--- config.mk ---
export PLATFORM = sky130hd
export DESIGN_NAME = flash_stage_buf
export DESIGN_NICKNAME = d
export VERILOG_FILES = /design/src/rtl/fsb_pkg.sv /design/src/rtl/fsb_decode.sv /design/src/rtl/fsb_hold.sv /design/src/rtl/fsb_issue.sv /design/src/rtl/flash_stage_buf.sv
export SDC_FILE = /design/constraint.sdc
export NUM_CORES = 1
export LEC_CHECK = 0
export BUFFER_PORTS_ARGS = -buffer_cell sky130_fd_sc_hd__clkbuf_2
export CORE_MARGIN = 3
export CORE_UTILIZATION = 40
export DETAILED_ROUTE_END_ITERATION = 7
export GPL_ROUTABILITY_DRIVEN = 0
export SETUP_SLACK_MARGIN = 0.4
export SLEW_MARGIN = 20
export SYNTH_ARGS = -nofsm -noshare
export SYNTH_HDL_FRONTEND = slang
export SYNTH_SLANG_ARGS = --single-unit
--- constraint.sdc ---
create_clock -name clk -period 1.6 [get_ports clk]
set_input_delay 0.08 -clock clk [delete_from_list [all_inputs] [get_ports clk]]
set_output_delay 0.08 -clock clk [all_outputs]
set_load 0.01 [all_outputs]
--- src/rtl/fsb_pkg.sv ---
// Shared definitions for the flash write holding buffer.
// Assumes a byte-organised program memory with fixed 64-byte erase regions.
package fsb_pkg;
    localparam int unsigned ERASE_BYTES = 64;
    localparam int unsigned ERASE_LOG2  = 6;

    // Command class decided from the two strobes of one cycle.
    typedef enum logic [1:0] {
        OP_NONE   = 2'd0,
        OP_COMMIT = 2'd1,
        OP_ERASE  = 2'd2,
        OP_CLASH  = 2'd3
    } fsb_op_e;
endpackage

--- src/rtl/fsb_decode.sv ---
// Turns the commit and erase strobes into one command class.
// Assumes both strobes are sampled in the same cycle; together they form a clash.
module fsb_decode
    import fsb_pkg::*;
(
    input  logic    commit,
    input  logic    erase,
    output fsb_op_e op
);
    // Purpose: classify the strobe pair.
    always_comb begin
        unique case ({commit, erase})
            2'b10:   op = OP_COMMIT;
            2'b01:   op = OP_ERASE;
            2'b11:   op = OP_CLASH;
            default: op = OP_NONE;
        endcase
    end
endmodule

--- src/rtl/fsb_hold.sv ---
// Holding-register block: BLK_BYTES byte slots, each written when its index matches.
// Assumes a clear and a write can share a cycle; the write then lands in the
// cleared block.
module fsb_hold #(
    parameter int unsigned BLK_BYTES = 16,
    parameter int unsigned IDX_W     = $clog2(BLK_BYTES)
) (
    input  logic                   clk,
    input  logic                   rst_n,
    input  logic                   wr_en,
    input  logic [IDX_W-1:0]       wr_idx,
    input  logic [7:0]             wr_byte,
    input  logic                   clear,
    output logic [BLK_BYTES*8-1:0] hold_flat
);
    for (genvar g = 0; g < BLK_BYTES; g++) begin : g_slot
        localparam logic [IDX_W-1:0] SLOT = IDX_W'(g);
        logic [7:0] slot_q;

        // Purpose: refill the slot on reset or clear; a matching write takes priority.
        always_ff @(posedge clk) begin
            if (!rst_n) begin
                slot_q <= 8'hFF;
            end else begin
                if (clear) slot_q <= 8'hFF;
                if (wr_en && (wr_idx == SLOT)) slot_q <= wr_byte;
            end
        end

        assign hold_flat[8*g +: 8] = slot_q;
    end
endmodule

--- src/rtl/fsb_issue.sv ---
// Issues registered memory-side operations and the done/error pulses.
// Assumes the holding data presented here is the pre-clear content of the block.
module fsb_issue
    import fsb_pkg::*;
#(
    parameter int unsigned BLK_BYTES = 16,
    parameter int unsigned PTR_W     = 22
) (
    input  logic                   clk,
    input  logic                   rst_n,
    input  fsb_op_e                op,
    input  logic [PTR_W-1:0]       ptr,
    input  logic [BLK_BYTES*8-1:0] hold_flat,
    output logic                   mem_wr,
    output logic                   mem_erase,
    output logic [PTR_W-1:0]       mem_addr,
    output logic [BLK_BYTES*8-1:0] mem_data,
    output logic                   done,
    output logic                   err
);
    localparam logic [PTR_W-1:0] BLK_MASK   = ~PTR_W'(BLK_BYTES - 1);
    localparam logic [PTR_W-1:0] ERASE_MASK = ~PTR_W'(ERASE_BYTES - 1);

    // Purpose: register the operation pulses for one cycle per command.
    always_ff @(posedge clk) begin
        if (!rst_n) begin
            mem_wr    <= 1'b0;
            mem_erase <= 1'b0;
            done      <= 1'b0;
            err       <= 1'b0;
        end else begin
            mem_wr    <= (op == OP_COMMIT);
            mem_erase <= (op == OP_ERASE);
            done      <= (op == OP_COMMIT) || (op == OP_ERASE);
            err       <= (op == OP_CLASH);
        end
    end

    // Purpose: capture the aligned address and block data of an accepted command.
    always_ff @(posedge clk) begin
        if (!rst_n) begin
            mem_addr <= '0;
            mem_data <= '1;
        end else begin
            case (op)
                OP_COMMIT: begin
                    mem_addr <= ptr & BLK_MASK;
                    mem_data <= hold_flat;
                end
                OP_ERASE: mem_addr <= ptr & ERASE_MASK;
                default: ;
            endcase
        end
    end
endmodule

--- src/rtl/flash_stage_buf.sv ---
// Top of the flash write holding buffer: table writes stage bytes, commit
// hands over the block, erase requests a 64-byte clear.
// Assumes BLK_BYTES is 8, 16, 32 or 64 and PTR_W covers the memory space.
module flash_stage_buf
    import fsb_pkg::*;
#(
    parameter int unsigned BLK_BYTES = 16,
    parameter int unsigned PTR_W     = 22
) (
    input  logic                   clk,
    input  logic                   rst_n,
    input  logic                   wr_en,
    input  logic                   commit,
    input  logic                   erase,
    input  logic [PTR_W-1:0]       tbl_ptr,
    input  logic [7:0]             wr_byte,
    output logic                   mem_wr,
    output logic                   mem_erase,
    output logic [PTR_W-1:0]       mem_addr,
    output logic [BLK_BYTES*8-1:0] mem_data,
    output logic                   done,
    output logic                   err
);
    localparam int unsigned IDX_W = $clog2(BLK_BYTES);

    fsb_op_e                op;
    logic [BLK_BYTES*8-1:0] hold_flat;

    fsb_decode u_decode (
        .commit (commit),
        .erase  (erase),
        .op     (op)
    );

    fsb_hold #(.BLK_BYTES(BLK_BYTES), .IDX_W(IDX_W)) u_hold (
        .clk       (clk),
        .rst_n     (rst_n),
        .wr_en     (wr_en),
        .wr_idx    (tbl_ptr[IDX_W-1:0]),
        .wr_byte   (wr_byte),
        .clear     (op == OP_COMMIT),
        .hold_flat (hold_flat)
    );

    fsb_issue #(.BLK_BYTES(BLK_BYTES), .PTR_W(PTR_W)) u_issue (
        .clk       (clk),
        .rst_n     (rst_n),
        .op        (op),
        .ptr       (tbl_ptr),
        .hold_flat (hold_flat),
        .mem_wr    (mem_wr),
        .mem_erase (mem_erase),
        .mem_addr  (mem_addr),
        .mem_data  (mem_data),
        .done      (done),
        .err       (err)
    );
endmodule

==> results.json <==
{
  "status": "completed",
  "critPathMaxFanout": 2,
  "crit_buf_inv": 1,
  "syn_inst": 968,
  "numPortBuffers": 184,
  "cp_cell_sequence": "clkbuf_2",
  "m1WireLength_mm": 12.16,
  "synth_top_area_share_pct": 54.56,
  "whs_path_depth": 4,
  "worst_hold_path.endpoint": "u_hold.g_slot[12].slot_q[1]",
  "num_vias": 7340,
  "timing.final.max_slew_violations": 0,
  "rsz0062_at_grt": "no",
  "path_clk_slew_ps": 60,
  "rr_startpoint": "u_hold.g_slot[4].slot_q[0]",
  "placed_cell_area_um2": 11420,
  "p_clk_share_pct": 45.7,
  "drtIter0Drc": 309,
  "critPathLaunchType": "flop",
  "ys_async_sr_fraction_pct": 0,
  "yosysTopAreaCell": "dfxtp_1",
  "remaining_drc_errors": 0,
  "grt_pass1_vias": 7047,
  "ys_types": 28,
  "wire_per_inst_um": 16.91,
  "yosysSeqAreaShare_pct": 54.56,
  "viasPerCell": 4.916,
  "arrival_ps": 1060,
  "wl_mm": 25.25,
  "finalHoldViolCount": 0,
  "synth_edf_count": 0,
  "grt_overflow": 0,
  "netlist_top_cells_count": "278 x dfxtp_1, 208 x mux2i_1, 129 x nand2_1",
  "coreArea_um2": 24680,
  "grt_max_degree": 66,
  "fin_area_um2": 12660,
  "cp_data_required_time_ps": 1520,
  "clock_skew_ps": 9.251,
  "num_rows": 57,
  "nets": 1189,
  "cts_buffers": 29,
  "critPathTopFamily": "flip-flops",
  "cts_sinks": 278,
  "intPower_mw": 11.49,
  "synth_area_um2": 10200,
  "antenna_cells": 0,
  "syn2layout_area_growth_pct": 24.13,
  "worst-r2r-setup-slack_ps": 830,
  "firstDrtPassIters": 5,
  "ir_drop_v": 0.0007468,
  "fmax_ghz": 0.8784,
  "combPwrFrac_pct": 6.3,
  "insertion_delay_ps": 530,
  "fillCellCount": 2338,
  "ys_warn_count": 0,
  "power_mw": 14.70,
  "p_switching_mw": 3.212,
  "sw_frac_of_total_pct": 21.85,
  "post_synth.cell_area_avg_um2": 10.54,
  "synth-main-ff-cell": "dfxtp_1",
  "reg2reg_depth": 2,
  "postRouteAntennaNets": 0,
  "ys_ff_latch": 278,
  "finalCriticalPeriod_ps": 1138,
  "path_class": "reg2out",
  "wl_met3_mm": 1.207,
  "min_period_over_period_pct": 71.15,
  "fp.dieW_um": 165.7,
  "io_pins": 189,
  "htree_levels": 1,
  "critPathCaptureType": "output pin",
  "root_buffer": "clkbuf_16",
  "setup_viol": 0,
  "synth.most_common_cell": "dfxtp_1",
  "hp-start": "wr_byte[1]",
  "hpwl_mm": 15.75,
  "met2_length_mm": 11.47,
  "clockBufferDepth": 3,
  "start_util_pct": 41.33,
  "min_path_type": "in2reg",
  "die_height_um": 165.7,
  "finalSetupTns_ps": 0,
  "grtUsageTotal_pct": 17.71,
  "antenna_found_initial": 0,
  "r2r-end": "u_hold.g_slot[4].slot_q[0]",
  "cts_tree": "done",
  "powerDensity_nw_per_um2": 1161,
  "grt_pass1_wl_mm": 40.54,
  "p_seq_share_pct": 48.0,
  "power.leakage_nw": 4.891,
  "cpPeakStageDelay_ps": 380,
  "drv_cap": 0,
  "die_area_um2": 27450,
  "cp_slowest_cell": "dfxtp_1",
  "top_layer": "met4",
  "drive_above_1_share_pct": 25.49,
  "synth_area_leaders": "dfxtp_1 55%, mux2i_1 20%, nand2_1 4.7%"
}
## kinds of logic after synthesis
group | after synthesis | synth area share (%)
AO/OA/AOI/OAI | 130 | 8.084
adder cells (fa/ha/maj) | 3 | 0.3680
buffers and inverters | 98 | 5.263
flip-flops | 278 | 54.56
multiplexers | 208 | 20.41
other | 1 | 0.03677
AND/OR/NAND/NOR | 250 | 11.27
## stage by stage
stage               cells  hold WS, ps  util [%]  setup WS (ps)
floorplan             971        246.2         -          388.4
global placement     1421        334.0     46.29          210.0
detailed placement   1421        342.9     46.29          179.0
CTS                  1494        57.17     51.20          422.4
global route         1493        73.20     51.31          418.9
finish               1493        76.86     51.31          461.6
## worst min-delay path, cell delays in order
cell	delay, ps
clkbuf_2	90
nor2b_2	30
buf_4	210
a21oi_1	140
## worst max-delay path by stage
| stage | from | end | slack, ps | depth (start not counted) |
|---|---|---|---|---|
| 2_1_floorplan | erase | u_hold.g_slot[7].slot_q[0] | 390 | 8 |
| 3_3_place_gp | wr_en | u_hold.g_slot[3].slot_q[3] | 210 | 5 |
| 3_5_place_dp | wr_en | u_hold.g_slot[11].slot_q[3] | 180 | 5 |
| 4_1_cts | u_issue.mem_data[9] | mem_data[9] | 420 | 1 |
| 5_1_grt | u_issue.mem_data[68] | mem_data[68] | 420 | 1 |
| 6_report | u_issue.mem_data[68] | mem_data[68] | 460 | 1 |
## routing by layer
metal | GRT usage, % | up-vias
met4 | 3.725 | 0
met3 | 3.194 | 37
li1 | - | 3634
met2 | 28.24 | 183
met1 | 25.35 | 3486
met5 | 0 | -
## cell type report
type	count	area, µm²	share of cell area [%]
inverter	2	7.507	0.05929
multi-input combinational	595	4169	32.93
timing repair buffer	245	1539	12.16
tap	324	405.4	3.202
clock inverter	6	82.58	0.6522
sequential	278	5569	43.99
clock buffer	43	888.4	7.016
## layout by cell type (no fill, tap or decap), drive strengths merged, types with 22 or more instances in the layout
master       Yosys  layout
nor2b           31      31
a211oi          64      64
dfxtp          278     278
nor2            68      68
mux2i          208     208
clkbuf          27     226
dlygate4sd3      0      22
nand2          129     129
a21oi           65      65
buf             69      40
## repair_timing
item / in CTS / in global routing
hold buffers: 24 / 0
endpoints found under the hold margin: 22 / 0
gates resized for setup: 0 / 11
buffers inserted: 0 / 1
endpoints found under the setup margin: 0 / 139
## power groups by stage
| stage | clock [mW] | combinational, mW | sequential (mW) |
|---|---|---|---|
| floorplan | 0 | 0.559 | 7.22 |
| global placement | 0 | 0.869 | 7.20 |
| detailed placement | 0 | 0.876 | 7.20 |
| finish | 6.72 | 0.922 | 7.05 |
| global route | 7.19 | 0.995 | 7.06 |
| CTS | 6.89 | 0.925 | 7.05 |
## registers in the layout, indices dropped and copies added (netlist names)
| name | flops |
|---|---|
| u_issue.mem_addr | 18 |
| u_issue.mem_erase | 1 |
| u_hold.g_slot.slot_q | 128 |
| u_issue.mem_data | 128 |
| u_issue.done | 1 |
| u_issue.mem_wr | 1 |
| u_issue.err | 1 |
(Power assumes the default switching activity.)
